`config.mk`:
```
export PLATFORM = sky130hd
export DESIGN_NAME = halt_stall_ctrl
export DESIGN_NICKNAME = d
export VERILOG_FILES = /design/src/rtl/halt_pkg.sv /design/src/rtl/halt_detect.sv /design/src/rtl/release_oneshot.sv /design/src/rtl/halt_stall_ctrl.sv
export SDC_FILE = /design/constraint.sdc
export NUM_CORES = 1
export LEC_CHECK = 0
export BUFFER_PORTS_ARGS = -buffer_cell sky130_fd_sc_hd__buf_2
export CAP_MARGIN = 40
export CORE_AREA = 4 4 41 43
export CTS_BUF_LIST = sky130_fd_sc_hd__clkbuf_4 sky130_fd_sc_hd__clkbuf_8 sky130_fd_sc_hd__clkbuf_16
export DETAILED_ROUTE_END_ITERATION = 7
export DIE_AREA = 0 0 45 47
export PLACE_DENSITY = 0.74
export SETUP_SLACK_MARGIN = 0.2
export SYNTH_ARGS = -nofsm -noshare
export SYNTH_HDL_FRONTEND = slang
export SYNTH_SLANG_ARGS = --single-unit
```
`constraint.sdc`:
```
create_clock -name clk -period 1.7 [get_ports clk]
set_input_delay 0.17 -clock clk [delete_from_list [all_inputs] [get_ports clk]]
set_output_delay 0.17 -clock clk [all_outputs]
set_load 0.005 [all_outputs]
```
`src/rtl/halt_pkg.sv`:
```
package halt_pkg;
    localparam int INSTR_W    = 32;
    localparam int OPC_LSB    = 26;
    localparam int OPC_W      = 6;
    localparam int FUNCT_W    = 6;
    localparam int CODE_LSB   = 6;
    localparam int CODE_W     = 7;
    localparam int STAT_W     = CODE_W + 1;
    localparam logic [FUNCT_W-1:0] HALT_FUNCT = 6'h0D;

    typedef struct packed {
        logic              stopped;
        logic [CODE_W-1:0] code;
    } stop_state_t;
endpackage

```
`src/rtl/halt_detect.sv`:
```
module halt_detect
    import halt_pkg::*;
#(
    parameter int OW = OPC_W,
    parameter int FW = FUNCT_W,
    parameter logic [FUNCT_W-1:0] MATCH = HALT_FUNCT
) (
    input  logic          valid,
    input  logic [OW-1:0] opcode,
    input  logic [FW-1:0] funct,
    output logic          is_halt
);
    always_comb begin
        is_halt = valid && (opcode == '0) && (funct == MATCH);
    end
endmodule

```
`src/rtl/release_oneshot.sv`:
```
module release_oneshot (
    input  logic clk,
    input  logic rst_n,
    input  logic level,
    output logic pulse
);
    logic seen_d, seen_q;

    always_comb begin
        seen_d = level;
        pulse  = level && !seen_q;
    end

    always_ff @(posedge clk) begin
        if (!rst_n) seen_q <= 1'b0;
        else        seen_q <= seen_d;
    end


    single_pulse_chk: assert property (@(posedge clk) disable iff (!rst_n)
        pulse |=> !pulse);


    level_needed_chk: assert property (@(posedge clk) disable iff (!rst_n)
        pulse |-> level);
endmodule

```
`src/rtl/halt_stall_ctrl.sv`:
```
module halt_stall_ctrl
    import halt_pkg::*;
(
    input  logic               clk,
    input  logic               rst_n,
    input  logic [INSTR_W-1:0] dec_instr,
    input  logic               dec_valid,
    input  logic               release_in,
    output logic               pc_hold,
    output logic               dec_hold,
    output logic               ex_bubble,
    output logic [STAT_W-1:0]  status
);
    logic        halt_seen;
    logic        rel_pulse;
    logic        stall;
    stop_state_t st_d, st_q;
    logic        unused_bits;

    assign unused_bits = ^dec_instr[OPC_LSB-1:CODE_LSB+CODE_W];

    halt_detect u_det (
        .valid   (dec_valid),
        .opcode  (dec_instr[OPC_LSB +: OPC_W]),
        .funct   (dec_instr[FUNCT_W-1:0]),
        .is_halt (halt_seen)
    );

    release_oneshot u_rel (
        .clk   (clk),
        .rst_n (rst_n),
        .level (release_in),
        .pulse (rel_pulse)
    );

    always_comb begin
        stall      = halt_seen && !(st_q.stopped && rel_pulse);
        st_d       = st_q;
        st_d.stopped = stall;
        if (stall) st_d.code = dec_instr[CODE_LSB +: CODE_W];
        else       st_d.code = '0;
        pc_hold    = stall;
        dec_hold   = stall;
        ex_bubble  = halt_seen;
        status     = st_q.stopped ? {1'b1, st_q.code} : '0;
    end

    always_ff @(posedge clk) begin
        if (!rst_n) st_q <= '0;
        else        st_q <= st_d;
    end


    hold_bubble_chk: assert property (@(posedge clk) disable iff (!rst_n)
        pc_hold |-> ex_bubble);


    hold_stat_chk: assert property (@(posedge clk) disable iff (!rst_n)
        pc_hold |=> status[STAT_W-1]);


    stat_zero_chk: assert property (@(posedge clk) disable iff (!rst_n)
        !status[STAT_W-1] |-> (status == '0));


    stat_stable_chk: assert property (@(posedge clk) disable iff (!rst_n)
        (status[STAT_W-1] && pc_hold) |=> $stable(status));


    release_clear_chk: assert property (@(posedge clk) disable iff (!rst_n)
        (status[STAT_W-1] && !pc_hold) |=> (status == '0));


    no_halt_idle_chk: assert property (@(posedge clk) disable iff (!rst_n)
        !ex_bubble |-> (!pc_hold && !dec_hold));
endmodule

```
==> results of run 1 <==
-- metal layers --
layer | vias to the layer above | share of wire, % | GRT usage (%)
li1 | 216 | - | -
met1 | 162 | 34 | 10.1
met2 | 16 | 54 | 16.1
met3 | 4 | 10 | 6.51
met4 | 0 | 1.9 | 7.60
met5 | - | 0 | 0
-- registers in the layout, indices dropped and copies added (netlist names) --
name and count:
st_q 8, u_rel.seen_q 1
-- per-stage QoR --
stage | util (%) | worst slack [ns] | instance area, µm² | hold WS [ns] | total power, W
floorplan | - | 0.575 | 404 | 0.292 | 0.000232
global placement | 43.8 | 0.477 | 569 | 0.393 | 0.000258
detailed placement | 43.8 | 0.450 | 569 | 0.395 | 0.000259
CTS | 46.1 | 0.381 | 599 | 0.121 | 0.000439
global route | 46.1 | 0.275 | 599 | 0.118 | 0.000463
finish | 46.1 | 0.407 | 599 | 0.125 | 0.000430
-- placed cells by master (no fill, tap or decap) --
| cell type | count |
|---|---|
| nand2_1 | 8 |
| nor3_1 | 8 |
| o21a_1 | 1 |
| and4bb_1 | 1 |
| and2_1 | 8 |
| inv_1 | 1 |
| nor2_1 | 1 |
| and4_1 | 1 |
| and3b_1 | 1 |
| nor4_4 | 1 |
| dfxtp_1 | 9 |
| nand3_2 | 1 |
| clkbuf_4 | 4 |
| buf_2 | 33 |
| o21ai_2 | 1 |
-- synth_stat cells (2+ instances only) --
cell type | number | area share (%)
nand2_1 | 8 | 7.4
nor3_1 | 8 | 9.9
and2_1 | 8 | 12
dfxtp_1 | 9 | 45
buf_4 | 2 | 3.7
-- worst max path at each step --
stage               cells after the start       end     startpoint
finish                                  3  dec_hold        st_q[7]
global route                            3   pc_hold        st_q[7]
CTS                                     3  dec_hold        st_q[7]
detailed placement                      5  dec_hold  dec_instr[27]
global placement                        5  dec_hold  dec_instr[27]
floorplan                               4   pc_hold  dec_instr[27]
-- cells by family after synthesis --
group                  Yosys count  synth area share (%)
AOI/OAI and AO/OA                2                  4.03
buffers and inverters            4                  5.57
DFF                              9                  44.6
and+or+nand+nor                 30                  45.8
-- layout make-up --
cell class	instances	area (µm²)	share of cell area, %
Inverter	1	3.75	0.626
Sequential cell	9	180	30.1
Timing Repair Buffer	33	165	27.6
Clock buffer	4	30.0	5.01
Tap cell	15	18.8	3.13
Multi-Input combinational cell	32	201	33.6
-- power breakdown --
part	total, W	switching (W)	leakage, nW	internal (W)
clock	0.000176	0.0000700	0.0184	0.000106
sequential	0.000213	0.000000976	0.0727	0.000212
combinational	0.0000412	0.0000174	0.218	0.0000237
==> impl_metrics.env, run 1 <==
export IMPL_status="completed"
export IMPL_wl_per_cell_um=9.64
export IMPL_place_congestion=0.745
export IMPL_holdPathStages=2
export IMPL_hold_path_end="u_rel.seen_q"
export IMPL_r2r_end="st_q[6]"
export IMPL_seq_area_frac_synth_pct=44.6
export IMPL_dieArea_um2=2120
export IMPL_crit_buf_inv=1
export IMPL_hold_class="primary input to flop"
export IMPL_clk_pin_slew_worst_paths_ns=0.06
export IMPL_setup_violations=0
export IMPL_io_pins=47
export IMPL_min_period_ns=1.29
export IMPL_antennaDiodeCount=0
export IMPL_drc=0
export IMPL_clock_sinks=9
export IMPL_ir_drop_mv=0.344
export IMPL_start_util_pct=31.1
export IMPL_yosysWarnings=0
export IMPL_period_share_pct=76.1
export IMPL_finalClockSkew_ns=0.00473
export IMPL_p_leak_nw=0.309
export IMPL_clk_path_buf_depth=2
export IMPL_min_from="release_in"
export IMPL_reg2regPathDepth=3
export IMPL_grt_pass1_vias=386
export IMPL_path_class="flop to output pin"
export IMPL_grt_max_degree=10
export IMPL_yosys_most_used_dff="dfxtp_1"
export IMPL_final_hold_viol_count=0
export IMPL_crit_family="flip-flops"
export IMPL_syn_nets=81
export IMPL_syn2layout_area_growth_pct=48.3
export IMPL_vias_per_cell=4.23
export IMPL_arrival_ns=1.12
export IMPL_synth_edf_count=0
export IMPL_cts_max_level=1
export IMPL_avgSynthCellArea_um2=8.98
export IMPL_crit_reg2reg_launch="st_q[7]"
export IMPL_synthesis_area_um2=404
export IMPL_required_ns=1.53
export IMPL_die_h_um=47
export IMPL_grt_setup_unrepaired="false"
export IMPL_num_rows=13
export IMPL_core_area_um2=1300
export IMPL_ys_async_sr_fraction_pct=0
export IMPL_p_per_area_nw_per_um2=718
export IMPL_dpl_cell_count=90
export IMPL_grt_first_pass_wirelength_um=1510
export IMPL_synth_seq_cells=9
export IMPL_drtAntennaViolNets=0
export IMPL_via_count=398
export IMPL_setup_worst_path_start_class="flop"
export IMPL_wl_um=906
export IMPL_post_cts_resized=0
export IMPL_fillers=145
export IMPL_drt_iter0_drc=3
export IMPL_crit_fanout=9
export IMPL_cts_made_buffers=3
export IMPL_max_slew_margin_rel_pct=79.0
export IMPL_crit_chain="nand2_1 > o21a_1 > buf_2"
export IMPL_antenna_found_initial=0
export IMPL_synth_cells=45
export IMPL_grt_ovfl_total=0
export IMPL_layoutNonFillerInstCount=94
export IMPL_cts_tree="built"
export IMPL_clk_latency_ns=0.26
export IMPL_final_nets=116
export IMPL_fp_dieW_um=45
export IMPL_drtPass1Iterations=4
export IMPL_slew_viol_final=0
export IMPL_grt_total_usage_pct=10.4
export IMPL_place_detailed_hpwl_um=769
export IMPL_synth_distinct_cells=15
export IMPL_critical_path_slowest_cell="dfxtp_1"
export IMPL_r2r_slack_ns=0.64
export IMPL_fin_setup_tns_ns=0
export IMPL_drv_cap=0
export IMPL_io_buffer_count=33
export IMPL_max_freq_ghz=0.773
export IMPL_postCtsHoldBufs=0
export IMPL_cp_end_kind="output pin"
export IMPL_post_cts_buffers=0
export IMPL_worst_pin_slew_ns=0.315
export IMPL_root_buffer="clkbuf_4"
export IMPL_drive_gt1_share_pct=50.6
export IMPL_slowest_delay_ns=0.43
Note: power is estimated with default switching activity, not from simulation.
==> run 2, diff against run 1 <==
Settings changed: ABC_AREA set to 1, CORE_AREA 4 4 41 43 to not set, CORE_MARGIN set to 4, CORE_UTILIZATION set to 32, DIE_AREA 0 0 45 47 to not set, PLACE_DENSITY 0.74 to 0.75.
Clock period 1.7 ns to 1.3 ns, I/O delays scaled along.
==> run 2 against run 1 <==
Net effect: combinational power grew 31%; sequential cell count is the same; critical path depth grew 1; register-to-register slack lost 0.24 ns; total power grew 31%; via count grew 9.8%; synthesized area grew 9.0%; sequential share of layout area shrank 2.3 points; sequential power grew 31%; synthesized cell count grew 40%; clock skew shrank 0.0030 ns; first-iteration DRC count shrank 33%; critical endpoint is now pc_hold.
==> impl_metrics.env, run 2 <==
export IMPL_io_buffer_count=33
export IMPL_fp_dieW_um=45.1
export IMPL_clk_pin_slew_worst_paths_ns=0.06
export IMPL_layoutNonFillerInstCount=114
export IMPL_crit_chain="nand3b_1 > nand3_1 > inv_1 > buf_2"
export IMPL_p_per_area_nw_per_um2=862
export IMPL_place_detailed_hpwl_um=786
export IMPL_grt_pass1_vias=386
export IMPL_clk_latency_ns=0.25
export IMPL_core_area_um2=1300
export IMPL_synth_top_cell_area_share_pct=40.9
export IMPL_synthesis_area_um2=440
export IMPL_required_ns=1.17
export IMPL_cp_end_kind="output pin"
export IMPL_vias_per_cell=3.83
export IMPL_drv_cap=0
export IMPL_syn_nets=99
export IMPL_crit_fanout=2
export IMPL_yosys_most_used_dff="dfxtp_1"
export IMPL_setup_worst_path_start_class="flop"
export IMPL_ir_drop_mv=0.439
export IMPL_drt_iter0_drc=2
export IMPL_crit_family="flip-flops"
export IMPL_synth_top_area_cell="dfxtp_1"
export IMPL_place_congestion=0.695
export IMPL_final_cell_area_um2=654
export IMPL_cts_tree="built"
export IMPL_top_register="st_q"
export IMPL_slowest_delay_ns=0.29
export IMPL_synthTopCellsByCount="22 x inv_1, 12 x nand2_1, 9 x dfxtp_1, 9 x nor2_1, 3 x nor2_2"
export IMPL_via_count=437
export IMPL_setup_violations=0
export IMPL_dieArea_um2=2030
export IMPL_wl_um=920
export IMPL_final_nets=136
export IMPL_grt_ovfl_total=0
export IMPL_syn2layout_area_growth_pct=48.6
export IMPL_slew_viol_final=0
export IMPL_placed_area_um2=612
export IMPL_synth_cells=63
export IMPL_drtAntennaViolNets=0
export IMPL_antennaDiodeCount=0
export IMPL_dpl_cell_count=109
export IMPL_clock_sinks=9
export IMPL_synth_edf_count=0
export IMPL_io_pins=47
export IMPL_reg_largest_list="st_q (8), u_rel.seen_q (1)"
export IMPL_grt_setup_unrepaired="true"
export IMPL_num_rows=13
export IMPL_cts_max_level=1
export IMPL_final_hold_viol_count=0
export IMPL_grt_total_usage_pct=10.1
export IMPL_drtPass1Iterations=3
export IMPL_pre_cts_ws_ns=0.323
export IMPL_fin_setup_tns_ns=0
export IMPL_finalPower_w=0.000564
export IMPL_largest_reg_flops=8
export IMPL_grt_max_degree=9
export IMPL_wl_per_cell_um=8.07
export IMPL_postCtsHoldBufs=0
export IMPL_seq_area_frac_synth_pct=40.9
export IMPL_min_period_ns=1.07
export IMPL_postLayoutSetupSlackWorst_ns=0.226
export IMPL_die_h_um=45.1
export IMPL_max_slew_margin_rel_pct=84.1
export IMPL_critical_path_slowest_cell="dfxtp_1"
export IMPL_drive_gt1_share_pct=45.5
export IMPL_cts_made_buffers=3
export IMPL_status="completed"
export IMPL_fillers=150
export IMPL_yosys_cell_count_top_type="inv_1"
export IMPL_ys_async_sr_fraction_pct=0
export IMPL_worst_pin_slew_ns=0.236
export IMPL_root_buffer="clkbuf_4"
export IMPL_max_freq_ghz=0.931
export IMPL_drc=0
export IMPL_arrival_ns=0.94
export IMPL_start_util_pct=33.8
export IMPL_antenna_found_initial=0
export IMPL_synth_distinct_cells=12
export IMPL_layout_common_cells="33 x buf_2, 22 x inv_1, 12 x nand2_1"
export IMPL_hold_class="primary input to flop"
export IMPL_clk_path_buf_depth=2
export IMPL_r2r_slack_ns=0.40
export IMPL_synth_area_leaders="dfxtp_1 41%, inv_1 19%, nand2_1 10%, nor2_1 7.7%, nand4_4 4.8%"
export IMPL_p_leak_nw=0.475
export IMPL_avgSynthCellArea_um2=6.99
export IMPL_path_class="flop to output pin"
export IMPL_finalClockSkew_ns=0.00175
export IMPL_period_share_pct=82.6
export IMPL_yosysWarnings=0
export IMPL_grt_first_pass_wirelength_um=1460
export IMPL_final_common_cell="buf_2"
export IMPL_crit_buf_inv=2
export IMPL_synth_seq_cells=9
==> run 2: per-stage QoR <==
stage	util [%]	hold slack (ns)
after floorplan	-	0.223
after global placement	47.0	0.329
after detailed placement	47.0	0.336
after CTS	49.9	0.0671
after global routing	50.3	0.0732
final	50.3	0.0705
==> run 2: timing repair <==
| item | in CTS | in global routing |
|---|---|---|
| setup buffers | 1 | 0 |
| gates resized for setup | 0 | 2 |
| pin swaps | 1 | 0 |
| setup endpoints to repair | 2 | 9 |
==> run 2: area by class of cell <==
cell class                      count  area, µm²  area share, %
Clock buffer                        4       30.0           4.59
Inverter                           22       82.6           12.6
Multi-Input combinational cell     29        158           24.1
Sequential cell                     9        181           27.7
Tap cell                           15       18.8           2.87
Timing Repair Buffer               35        184           28.1
==> run 2: logic make-up after synthesis <==
group	synth area share, %
buf+inv	23.3
flops	40.9
simple gates	35.8
==> run 2: path summary, 6_finish.rpt <==
check | startpoint | cells past startpoint | to
max | u_rel.seen_q | 4 | pc_hold
min | release_in | 3 | u_rel.seen_q
max reg2reg | u_rel.seen_q | 4 | st_q[5]
min reg2reg | st_q[7] | 4 | st_q[7]
==> run 2: worst reg2reg max path, cell delays in order, from the launching register on <==
cell	delay [ns]
dfxtp_1	0.29
nand3b_1	0.16
buf_4	0.15
nand4_4	0.13
nor2_1	0.06
==> run 2: metal layers <==
metal  global-route usage [%]  wire length (µm)  vias to the layer above
met3                     3.59                93                        0
met5                        0                 0                        -
met4                     5.26                 0                        0
li1                         -                 -                      242
met2                     17.2               487                       17
met1                     10.7               339                      178
==> run 2: report_power, final <==
group | internal (W) | total [W] | switching [W]
Clock | 0.000139 | 0.000232 | 0.0000933
Sequential | 0.000277 | 0.000278 | 0.000000328
Combinational | 0.0000319 | 0.0000540 | 0.0000221
